**src/rtl/pbsram_pkg.sv**
```systemverilog
package pbsram_pkg;
  localparam int unsigned LANE_W = 8;
  localparam int unsigned BEATS  = 4;

  typedef enum logic [2:0] {
    NAP_AWAKE = 3'd0,
    NAP_ENTER = 3'd1,
    NAP_SLEEP = 3'd2,
    NAP_REC1  = 3'd3,
    NAP_REC2  = 3'd4
  } nap_state_e;
endpackage

```
**src/rtl/pbsram_select.sv**
```systemverilog
module pbsram_select (
  input  logic clk,
  input  logic rst_ni,
  input  logic go,
  input  logic all_en,
  output logic sel_q
);
  logic sel_d;

  always_comb begin
    sel_d = sel_q;
    if (go) sel_d = all_en;
  end

  always_ff @(posedge clk or negedge rst_ni) begin
    if (!rst_ni) sel_q <= 1'b0;
    else         sel_q <= sel_d;
  end

  assert_sel_hold_R2: assert property (@(posedge clk) disable iff (!rst_ni)
    !go |=> $stable(sel_q));
endmodule

```
**src/rtl/pbsram_burst.sv**
```systemverilog
module pbsram_burst #(
  parameter int unsigned ADDR_W = 15
) (
  input  logic              clk,
  input  logic              rst_ni,
  input  logic              start,
  input  logic              step,
  input  logic              mode,
  input  logic [ADDR_W-1:0] addr_in,
  output logic [1:0]        beat_q,
  output logic [ADDR_W-1:0] acc_addr
);
  logic [ADDR_W-1:0] base_q, base_d;
  logic [1:0]        beat_d, nxt, lo;

  assign nxt = beat_q + 2'd1;

  always_comb begin
    if (mode) lo = base_q[1:0] ^ nxt;
    else      lo = base_q[1:0] + nxt;
    if (start) acc_addr = addr_in;
    else       acc_addr = {base_q[ADDR_W-1:2], lo};
  end

  always_comb begin
    base_d = base_q;
    beat_d = beat_q;
    if (start) begin
      base_d = addr_in;
      beat_d = 2'd0;
    end else if (step) begin
      beat_d = nxt;
    end
  end

  always_ff @(posedge clk or negedge rst_ni) begin
    if (!rst_ni) begin
      base_q <= '0;
      beat_q <= 2'd3;
    end else begin
      base_q <= base_d;
      beat_q <= beat_d;
    end
  end

  assert_start_beat_R5: assert property (@(posedge clk) disable iff (!rst_ni)
    start |=> beat_q == 2'd0);
  assert_step_count_R5: assert property (@(posedge clk) disable iff (!rst_ni)
    (step && !start) |=> beat_q == $past(beat_q) + 2'd1);
  assert_group_R6: assert property (@(posedge clk) disable iff (!rst_ni)
    (step && !start) |-> acc_addr[ADDR_W-1:2] == base_q[ADDR_W-1:2]);
endmodule

```
**src/rtl/pbsram_snooze.sv**
```systemverilog
module pbsram_snooze
  import pbsram_pkg::*;
(
  input  logic clk,
  input  logic rst_ni,
  input  logic snooze,
  output logic awake_ok,
  output logic asleep
);
  nap_state_e st_q, st_d;

  always_comb begin
    st_d = st_q;
    unique case (st_q)
      NAP_AWAKE: if (snooze) st_d = NAP_ENTER;
      NAP_ENTER: st_d = snooze ? NAP_SLEEP : NAP_REC1;
      NAP_SLEEP: if (!snooze) st_d = NAP_REC1;
      NAP_REC1:  st_d = NAP_REC2;
      NAP_REC2:  st_d = NAP_AWAKE;
      default:   st_d = NAP_AWAKE;
    endcase
  end

  always_ff @(posedge clk or negedge rst_ni) begin
    if (!rst_ni) st_q <= NAP_AWAKE;
    else         st_q <= st_d;
  end

  assign awake_ok = (st_q == NAP_AWAKE) && !snooze;
  assign asleep   = (st_q == NAP_SLEEP);

  assert_enter_R9: assert property (@(posedge clk) disable iff (!rst_ni)
    (st_q == NAP_AWAKE && snooze) |=> st_q == NAP_ENTER);
  assert_sleep_R9: assert property (@(posedge clk) disable iff (!rst_ni)
    (st_q == NAP_ENTER && snooze) |=> asleep);
  assert_recover_R10: assert property (@(posedge clk) disable iff (!rst_ni)
    (asleep && !snooze) |=> (!awake_ok ##1 !awake_ok));
endmodule

```
**src/rtl/pbsram_array.sv**
```systemverilog
module pbsram_array
  import pbsram_pkg::*;
#(
  parameter int unsigned MEM_AW = 6,
  parameter int unsigned LANES  = 4,
  localparam int unsigned DW    = LANES * LANE_W,
  localparam int unsigned DEPTH = 1 << MEM_AW
) (
  input  logic              clk,
  input  logic              we,
  input  logic [LANES-1:0]  mask,
  input  logic [MEM_AW-1:0] wr_idx,
  input  logic [DW-1:0]     wdata,
  input  logic [MEM_AW-1:0] rd_idx,
  output logic [DW-1:0]     rd_data
);
  for (genvar l = 0; l < LANES; l++) begin : g_lane
    logic [LANE_W-1:0] bank [DEPTH];

    always_ff @(posedge clk) begin
      if (we && mask[l]) bank[wr_idx] <= wdata[l*LANE_W +: LANE_W];
    end

    assign rd_data[l*LANE_W +: LANE_W] = bank[rd_idx];
  end
endmodule

```
**src/rtl/pbsram_front.sv**
```systemverilog
module pbsram_front
  import pbsram_pkg::*;
#(
  parameter int unsigned ADDR_W = 15,
  parameter int unsigned LANES  = 4,
  parameter int unsigned MEM_AW = 6,
  localparam int unsigned DW    = LANES * LANE_W
) (
  input  logic              clk,
  input  logic              rst_n,
  input  logic              cpu_strobe,
  input  logic              ctl_strobe,
  input  logic              adv,
  input  logic              en_pri,
  input  logic              en_sec,
  input  logic              en_ter,
  input  logic              wr_all,
  input  logic              wr_byte_en,
  input  logic [LANES-1:0]  wr_lane,
  input  logic              out_en,
  input  logic              snooze,
  input  logic              burst_mode,
  input  logic [ADDR_W-1:0] addr,
  input  logic [DW-1:0]     wdata,
  output logic [DW-1:0]     rdata,
  output logic              rvalid,
  output logic              asleep
);
  logic rst_meta, rst_q;

  always_ff @(posedge clk or negedge rst_n) begin
    if (!rst_n) {rst_q, rst_meta} <= 2'b00;
    else        {rst_q, rst_meta} <= {rst_meta, 1'b1};
  end

  logic awake_ok, sel_q, go, all_en, start, step, acc_fire, wr_any;
  logic [1:0]        beat_q;
  logic [ADDR_W-1:0] acc_addr;
  logic [LANES-1:0]  mask;
  logic [DW-1:0]     rd_data;
  logic              unused_addr_hi;

  assign all_en   = en_pri && en_sec && en_ter;
  assign go       = awake_ok && ((cpu_strobe && en_pri) || ctl_strobe);
  assign start    = go && all_en;
  assign step     = awake_ok && !go && sel_q && adv && (beat_q != 2'd3);
  assign acc_fire = start || step;
  assign mask     = wr_all ? '1 : (wr_byte_en ? wr_lane : '0);
  assign wr_any   = |mask;
  assign unused_addr_hi = ^acc_addr[ADDR_W-1:MEM_AW];

  pbsram_snooze u_nap (
    .clk(clk), .rst_ni(rst_q), .snooze(snooze),
    .awake_ok(awake_ok), .asleep(asleep));

  pbsram_select u_sel (
    .clk(clk), .rst_ni(rst_q), .go(go), .all_en(all_en), .sel_q(sel_q));

  pbsram_burst #(.ADDR_W(ADDR_W)) u_burst (
    .clk(clk), .rst_ni(rst_q), .start(start), .step(step),
    .mode(burst_mode), .addr_in(addr), .beat_q(beat_q), .acc_addr(acc_addr));

  // pipeline: stage 1 holds the captured read address, stage 2 the data
  logic              acc_v_q, acc_v_d, rd_q, rd_d;
  logic [MEM_AW-1:0] acc_idx_q, acc_idx_d;
  logic [DW-1:0]     rdata_q, rdata_d;

  pbsram_array #(.MEM_AW(MEM_AW), .LANES(LANES)) u_mem (
    .clk(clk), .we(acc_fire), .mask(mask), .wr_idx(acc_addr[MEM_AW-1:0]),
    .wdata(wdata), .rd_idx(acc_idx_q), .rd_data(rd_data));

  always_comb begin
    acc_v_d   = acc_fire && !wr_any;
    acc_idx_d = acc_fire ? acc_addr[MEM_AW-1:0] : acc_idx_q;
    rd_d      = acc_v_q;
    rdata_d   = acc_v_q ? rd_data : '0;
  end

  always_ff @(posedge clk or negedge rst_q) begin
    if (!rst_q) begin
      acc_v_q   <= 1'b0;
      acc_idx_q <= '0;
      rd_q      <= 1'b0;
      rdata_q   <= '0;
    end else begin
      acc_v_q   <= acc_v_d;
      acc_idx_q <= acc_idx_d;
      rd_q      <= rd_d;
      rdata_q   <= rdata_d;
    end
  end

  assign rdata  = rdata_q;
  assign rvalid = rd_q && out_en;

  assert_cpu_blocked_R3: assert property (@(posedge clk) disable iff (!rst_q)
    (cpu_strobe && !en_pri && !ctl_strobe) |=> $stable(sel_q));
  assert_unsel_idle_R4: assert property (@(posedge clk) disable iff (!rst_q)
    (go && !all_en) |=> ##1 (rdata == '0 && !rd_q));
  assert_write_noread_R7: assert property (@(posedge clk) disable iff (!rst_q)
    (acc_fire && wr_any) |=> ##1 !rd_q);
  assert_blocked_nap_R10: assert property (@(posedge clk) disable iff (!rst_q)
    !awake_ok |-> !acc_fire);
  assert_read_lat_R1: assert property (@(posedge clk) disable iff (!rst_q)
    (acc_fire && !wr_any) |=> ##1 rd_q);
endmodule

```
**config.mk**
```make
export PLATFORM = sky130hd
export DESIGN_NAME = pbsram_front
export DESIGN_NICKNAME = d
export VERILOG_FILES = /design/src/rtl/pbsram_pkg.sv /design/src/rtl/pbsram_select.sv /design/src/rtl/pbsram_burst.sv /design/src/rtl/pbsram_snooze.sv /design/src/rtl/pbsram_array.sv /design/src/rtl/pbsram_front.sv
export SDC_FILE = /design/constraint.sdc
export NUM_CORES = 2
export LEC_CHECK = 0
export BUFFER_PORTS_ARGS = -buffer_cell sky130_fd_sc_hd__buf_2
export CAP_MARGIN = 0
export CORE_MARGIN = 3
export CORE_UTILIZATION = 30
export CTS_CLUSTER_DIAMETER = 100
export DETAILED_ROUTE_END_ITERATION = 16
export GPL_ROUTABILITY_DRIVEN = 0
export SYNTH_ARGS = -nofsm -noshare
export SYNTH_HDL_FRONTEND = slang
export SYNTH_SLANG_ARGS = --single-unit
export TNS_END_PERCENT = 100
```
**constraint.sdc**
```tcl
create_clock -name clk -period 1.7 [get_ports clk]
set_input_delay 0.425 -clock clk [delete_from_list [all_inputs] [get_ports clk]]
set_output_delay 0.425 -clock clk [all_outputs]
set_load 0.005 [all_outputs]
```
# Word-level counts from Yosys, hierarchy flattened
# Memory sizes are Yosys's and may differ from the RTL's.
# Index checks and enable logic that the tools add are counted.
totals:
  register_bits: 54
  mem_bits_rw: 2048
  in_bits: 64
  out_inout_bits: 34
  elab_cells: 67
  mem_count: 4
mem_list:
  columns: ["name", "depth", "width", "rd", "rd_clocked_by_memory_dff", "wr", "line_no", "rtl"]
  rows:
  - ["u_mem.g_lane[0].bank", 64, 8, 1, 0, 1, "pbsram_array.sv:18", "logic [LANE_W-1:0] bank [DEPTH];"]
  - ["u_mem.g_lane[1].bank", 64, 8, 1, 0, 1, "pbsram_array.sv:18", null]
  - ["u_mem.g_lane[2].bank", 64, 8, 1, 0, 1, "pbsram_array.sv:18", null]
  - ["u_mem.g_lane[3].bank", 64, 8, 1, 0, 1, "pbsram_array.sv:18", null]
classes:
  add_sub_neg: 2
  eq_ne: 6
  muxes: 19
  bitwise_logic: 1
  reduce_logical: 25
op_table:
  columns: ["operator", "n"]
  rows:
  - ["$mux W32", 1]
  - ["$logic_and A1 B1 Y1", 16]
  - ["$pmux W3 S4", 1]
  - ["$mux W1", 9]
  - ["$mux W4", 2]
  - ["$eq A3 B2 Y1 const B", 2]
  - ["$mux W2", 3]
  - ["$mux W3", 2]
  - ["$mux W6", 1]
  - ["$ne A2 B2 Y1 const B", 3]
  - ["$reduce_or A4 Y1", 1]
  - ["$eq A3 B1 Y1 const B", 1]
  - ["$logic_not A1 Y1", 3]
  - ["$logic_not A3 Y1", 1]
  - ["$add A2 B1 Y2 const B", 1]
  - ["$add A2 B2 Y2", 1]
  - ["$logic_or A1 B1 Y1", 2]
  - ["$reduce_and A2 Y1", 1]
  - ["$reduce_bool A2 Y1", 1]
  - ["$xor A2 B2 Y2", 1]

# Logic depth before layout (Yosys ltp)
logic_depth:
  word_depth: 12
  ltp_mapped: 10
  depth_no_buf: 7

# Cells and area by module
# A second synthesis with hierarchy kept.
hier_totals:
  hier_cells: 3738
  hier_area_um2: 81032.7
by_module_without_submodules:
  columns: ["mod", "n_inst", "cells_each", "area_each_um2"]
  rows:
  - ["pbsram_array", 1, 3575, 78650.4]
  - ["pbsram_front", 1, 100, 1487.7]
  - ["pbsram_burst", 1, 49, 718.2]
  - ["pbsram_snooze", 1, 12, 136.4]
  - ["pbsram_select", 1, 2, 40.0]

# Worst setup path before layout
# OpenSTA, ideal clock, no wires.
synth_timing:
  path_type: "flip-flop to flip-flop"
  from: "register u_burst.beat_q[0]"
  to: "memory u_mem.g_lane[0].bank[55][0] (enable)"
  setup_ns: 0.383
  arrival_ns: 2.407
  slack_ns: -1.091
  path_stages_with_launch: 7
  n_path_buf: 0
  period_less_slack_ns: 2.791
  cell_sequence: "dfstp_2 ha_1 xnor2_1 xnor2_1 nand2_1 o21a_1 nor3_1"
synth_between:
  elab_chain_cells: 6
synth_lines:
  columns: ["item", "line_no", "rtl"]
  rows:
  - ["from (decl)", "pbsram_burst.sv:10", "output logic [1:0] beat_q,"]
  - ["from (signal assigned)", "pbsram_burst.sv:42", "beat_q <= beat_d;"]
  - ["branches (longest 6 deep; another with $add A2 B1 Y2)", null, null]
  - ["to (decl)", "pbsram_array.sv:18", null]
# Several ways; the timed one is not identified.

# Worst setup path in the final report
layout_timing:
  from: "register acc_idx_q[0]"
  to: "register rdata_q[4], in the netlist rdata[4]"
layout_between:
  elab_chain_cells: 2
layout_lines:
  columns: ["item", "line_no", "rtl"]
  rows:
  - ["from (decl)", "pbsram_front.sv:65", "logic [MEM_AW-1:0] acc_idx_q, acc_idx_d;"]
  - ["from (signal assigned)", "pbsram_front.sv:87", "acc_idx_q <= acc_idx_d;"]
  - ["$mem_v2 Z64 W8", null, null]
  - ["$mux W32", "pbsram_front.sv:76", "rdata_d = acc_v_q ? rd_data : '0;"]
  - ["via rdata_d[4]", "pbsram_front.sv:66", "logic [DW-1:0] rdata_q, rdata_d;"]
  - ["to (signal assigned)", "pbsram_front.sv:89", "rdata_q <= rdata_d;"]
  - ["to (decl)", "pbsram_front.sv:66", null]
# The timed path passes the listed nets, and every way through them passes these cells.
# A chain may end at the register's enable or synchronous reset.

==> impl_metrics.json <==
{
  "status": "finished, violations left",
  "violations": "negative setup slack",
  "synth_edf_count": 2048,
  "grt_overflow_total": 0,
  "grt_pass1_vias": 43000,
  "crit_required_ps": 2350,
  "pre_cts_ws_ps": -1350,
  "grtUsageTotal_pct": 15.8,
  "drv_cap": 0,
  "layout-drive-gt1-share_pct": 46.7,
  "routedWlPerCell_microns": 26.6,
  "leakagePower_nw": 34.9,
  "drt-pass1-iter-count": 7,
  "end_kind": "flip-flop",
  "num_rows": 190,
  "ys.flop_type": "edfxtp_1",
  "cts.clk_slew.worst_paths_ps": 70,
  "syn_inst": 3684,
  "clock_path_buffers": 3,
  "start_kind": "flip-flop",
  "routed_wl_microns": 225000,
  "nNetsFinal": 4801,
  "n_fill_cell": 23700,
  "die_area_sq_um": 278000,
  "die-height_microns": 527,
  "io_pins": 98,
  "cts_root_buf": "clkbuf_16",
  "ys_async_sr_fraction_pct": 2.57,
  "drc": 0,
  "synth_cell_types": 65,
  "ir_drop_v": 0.00117,
  "post-route-util_pct": 39.6,
  "cp.arrival_ps": 3410,
  "dp_hpwl_microns": 146000,
  "die_w_microns": 527,
  "tightest_slew_ps": 1330,
  "final_cells": 8479,
  "port_buffers": 88,
  "slew_headroom_pct": 11.2,
  "num_vias": 42600,
  "grt_max_degree": 65,
  "cts_tree": "built",
  "hold_viol": 0,
  "ys.warnings.count": 0,
  "initial_utilization_pct": 30.3,
  "synth_seq_area_share_pct": 77.1,
  "drtIter0Drc": 4565,
  "clkLatencyLatePin_ps": 860,
  "setup_ws_ps": -1050,
  "htree_num_levels": 4,
  "fmax_mhz": 363,
  "final.min_clock_period_ps": 2750,
  "placed_cells": 7907,
  "ys_ff_latch": 2102,
  "setup_viol": 2124,
  "drtAntennaViolNets": 0,
  "rsz0062_at_grt": "true",
  "numCtsBuffers": 211,
  "coreArea_sq_um": 269000,
  "power_density_nw_per_um2": 1480,
  "grt_pass1_wl_microns": 321000,
  "fin_crit_sh_pct": 162,
  "syn_area_sq_um": 81500,
  "antenna_found_initial": 18,
  "holdWs_ps": 86.1,
  "synth_fp_nets": 3750,
  "synth_area_per_cell_sq_um": 22.1,
  "criticalPathCategory": "reg2reg",
  "avgViaCountPerCell": 5.03,
  "power_mw": 158,
  "hold_class": "in2reg",
  "area_growth_pct": 30.7,
  "clock-sinks": 2102,
  "fin_skew_ps": 41.3,
  "finalMaxSlewViolations": 0,
  "worst-path-max-fanout": 7
}
==> metrics by stage <==
step | setup TNS [ps] | area, sq um
final | -1850700 | 107000
after global routing | -2025510 | 107000
after CTS | -1866750 | 104000
after detailed placement | -2110740 | 94900
after global placement | -2096890 | 94900
after floorplan | -1613610 | 82700
==> what timing repair did <==
item / CTS / global route
endpoints found under the hold margin: 8 / 0
endpoints found under the setup margin: 2125 / 2127
hold buffers: 10 / 0
gates resized for setup: 237 / 405
gates cloned: 8 / 10
buffers inserted: 37 / 115
pin swaps: 29 / 85
==> cells by family after synthesis <==
family,count (synthesis),synth area share [%]
compound gates,168,1.47
fa+ha+maj,2,0.0307
simple gates,506,2.66
flops,2102,77.1
other cells,1,0.00460
mux,689,17.2
buf+inv,212,1.44
xor+xnor,4,0.0430
==> placed cells by master (no fill, tap or decap), types with 52 or more instances in the layout <==
cell,n
buf_12,224
buf_2,88
buf_4,482
buf_6,165
clkbuf_16,221
clkinv_2,52
edfxtp_1,2048
mux2i_1,89
mux4_2,570
nand2_1,95
nor2_1,62
nor2_4,162
==> flip-flops by register name, summed over array words and instances (netlist names), 2 cells and up <==
signal             cells
u_nap.st_q             3
u_mem.g_lane.bank   2048
acc_idx_q              6
rdata                 32
u_burst.base_q         6
u_burst.beat_q         2
==> routing by layer <==
layer / GRT usage, % / routed length [microns] / part of all wire (%)
met5: 0 / 27 / 0.012
met4: 4.30 / 6070 / 2.7
met3: 2.79 / 16700 / 7.4
met2: 25.8 / 109000 / 48
met1: 21.9 / 93300 / 41
==> critical path: stages, from the launching register on <==
cell and delay (ps):
dfrtp_4 530, buf_12 150, buf_12 140, buf_12 140, buf_4 130, mux4_2 430
mux4_2 530, mux2i_1 160, buf_4 150, o211ai_1 180
==> worst paths after layout <==
path                              start           endpoint  slack [ps]  cells past startpoint
setup / recovery           acc_idx_q[0]           rdata[4]       -1050                      9
hold / removal               cpu_strobe  u_burst.beat_q[0]          90                      5
setup reg to reg           acc_idx_q[0]           rdata[4]       -1050                      9
hold reg to reg                   rst_q           rdata[2]         260                      0
max in group asynchronous         rst_q  u_burst.beat_q[1]         780                      1
min in group asynchronous         rst_q           rdata[2]         260                      0
==> cell type report <==
class                      instances  area, sq um  area share [%]
antenna                            5         12.5          0.0117
sequential                      2102        62900            59.0
clock inverter                   140         1550            1.46
clock buffer                     260         5520            5.19
timing repair buffer            1039        12000            11.2
inverter                          11         47.5          0.0446
multi-input combinational       1370        20100            18.9
tap                             3552         4440            4.17
==> power by group <==
part           internal (mW)  total [mW]  leakage (nW)  switching [mW]
clock                   27.1        47.0          3.48            20.0
sequential              57.1        57.6          19.1           0.446
combinational           26.9        53.5          12.3            26.6
==> synthesized netlist by cell type, types with 5 or more instances <==
cell type	n	area share, %
a211oi_1	18	0.17
a21oi_1	24	0.15
a221o_1	6	0.074
a22o_1	5	0.054
a22oi_1	19	0.17
a31oi_1	16	0.12
and2_1	8	0.061
buf_1	27	0.12
buf_2	62	0.38
buf_4	43	0.40
buf_6	10	0.14
clkbuf_1	55	0.25
dfrtp_1	52	1.6
edfxtp_1	2048	75
inv_1	8	0.037
mux2_2	19	0.26
mux2i_1	100	1.2
mux4_2	569	16
nand2_1	129	0.59
nand2b_1	11	0.084
nand3_1	19	0.12
nand4_1	6	0.046
nor2_1	241	1.1
nor2b_1	15	0.12
nor3_1	58	0.36
o211ai_1	12	0.11
o21ai_0	12	0.074
o22ai_1	10	0.077
o31ai_1	6	0.055
(Power assumes the default switching activity.)
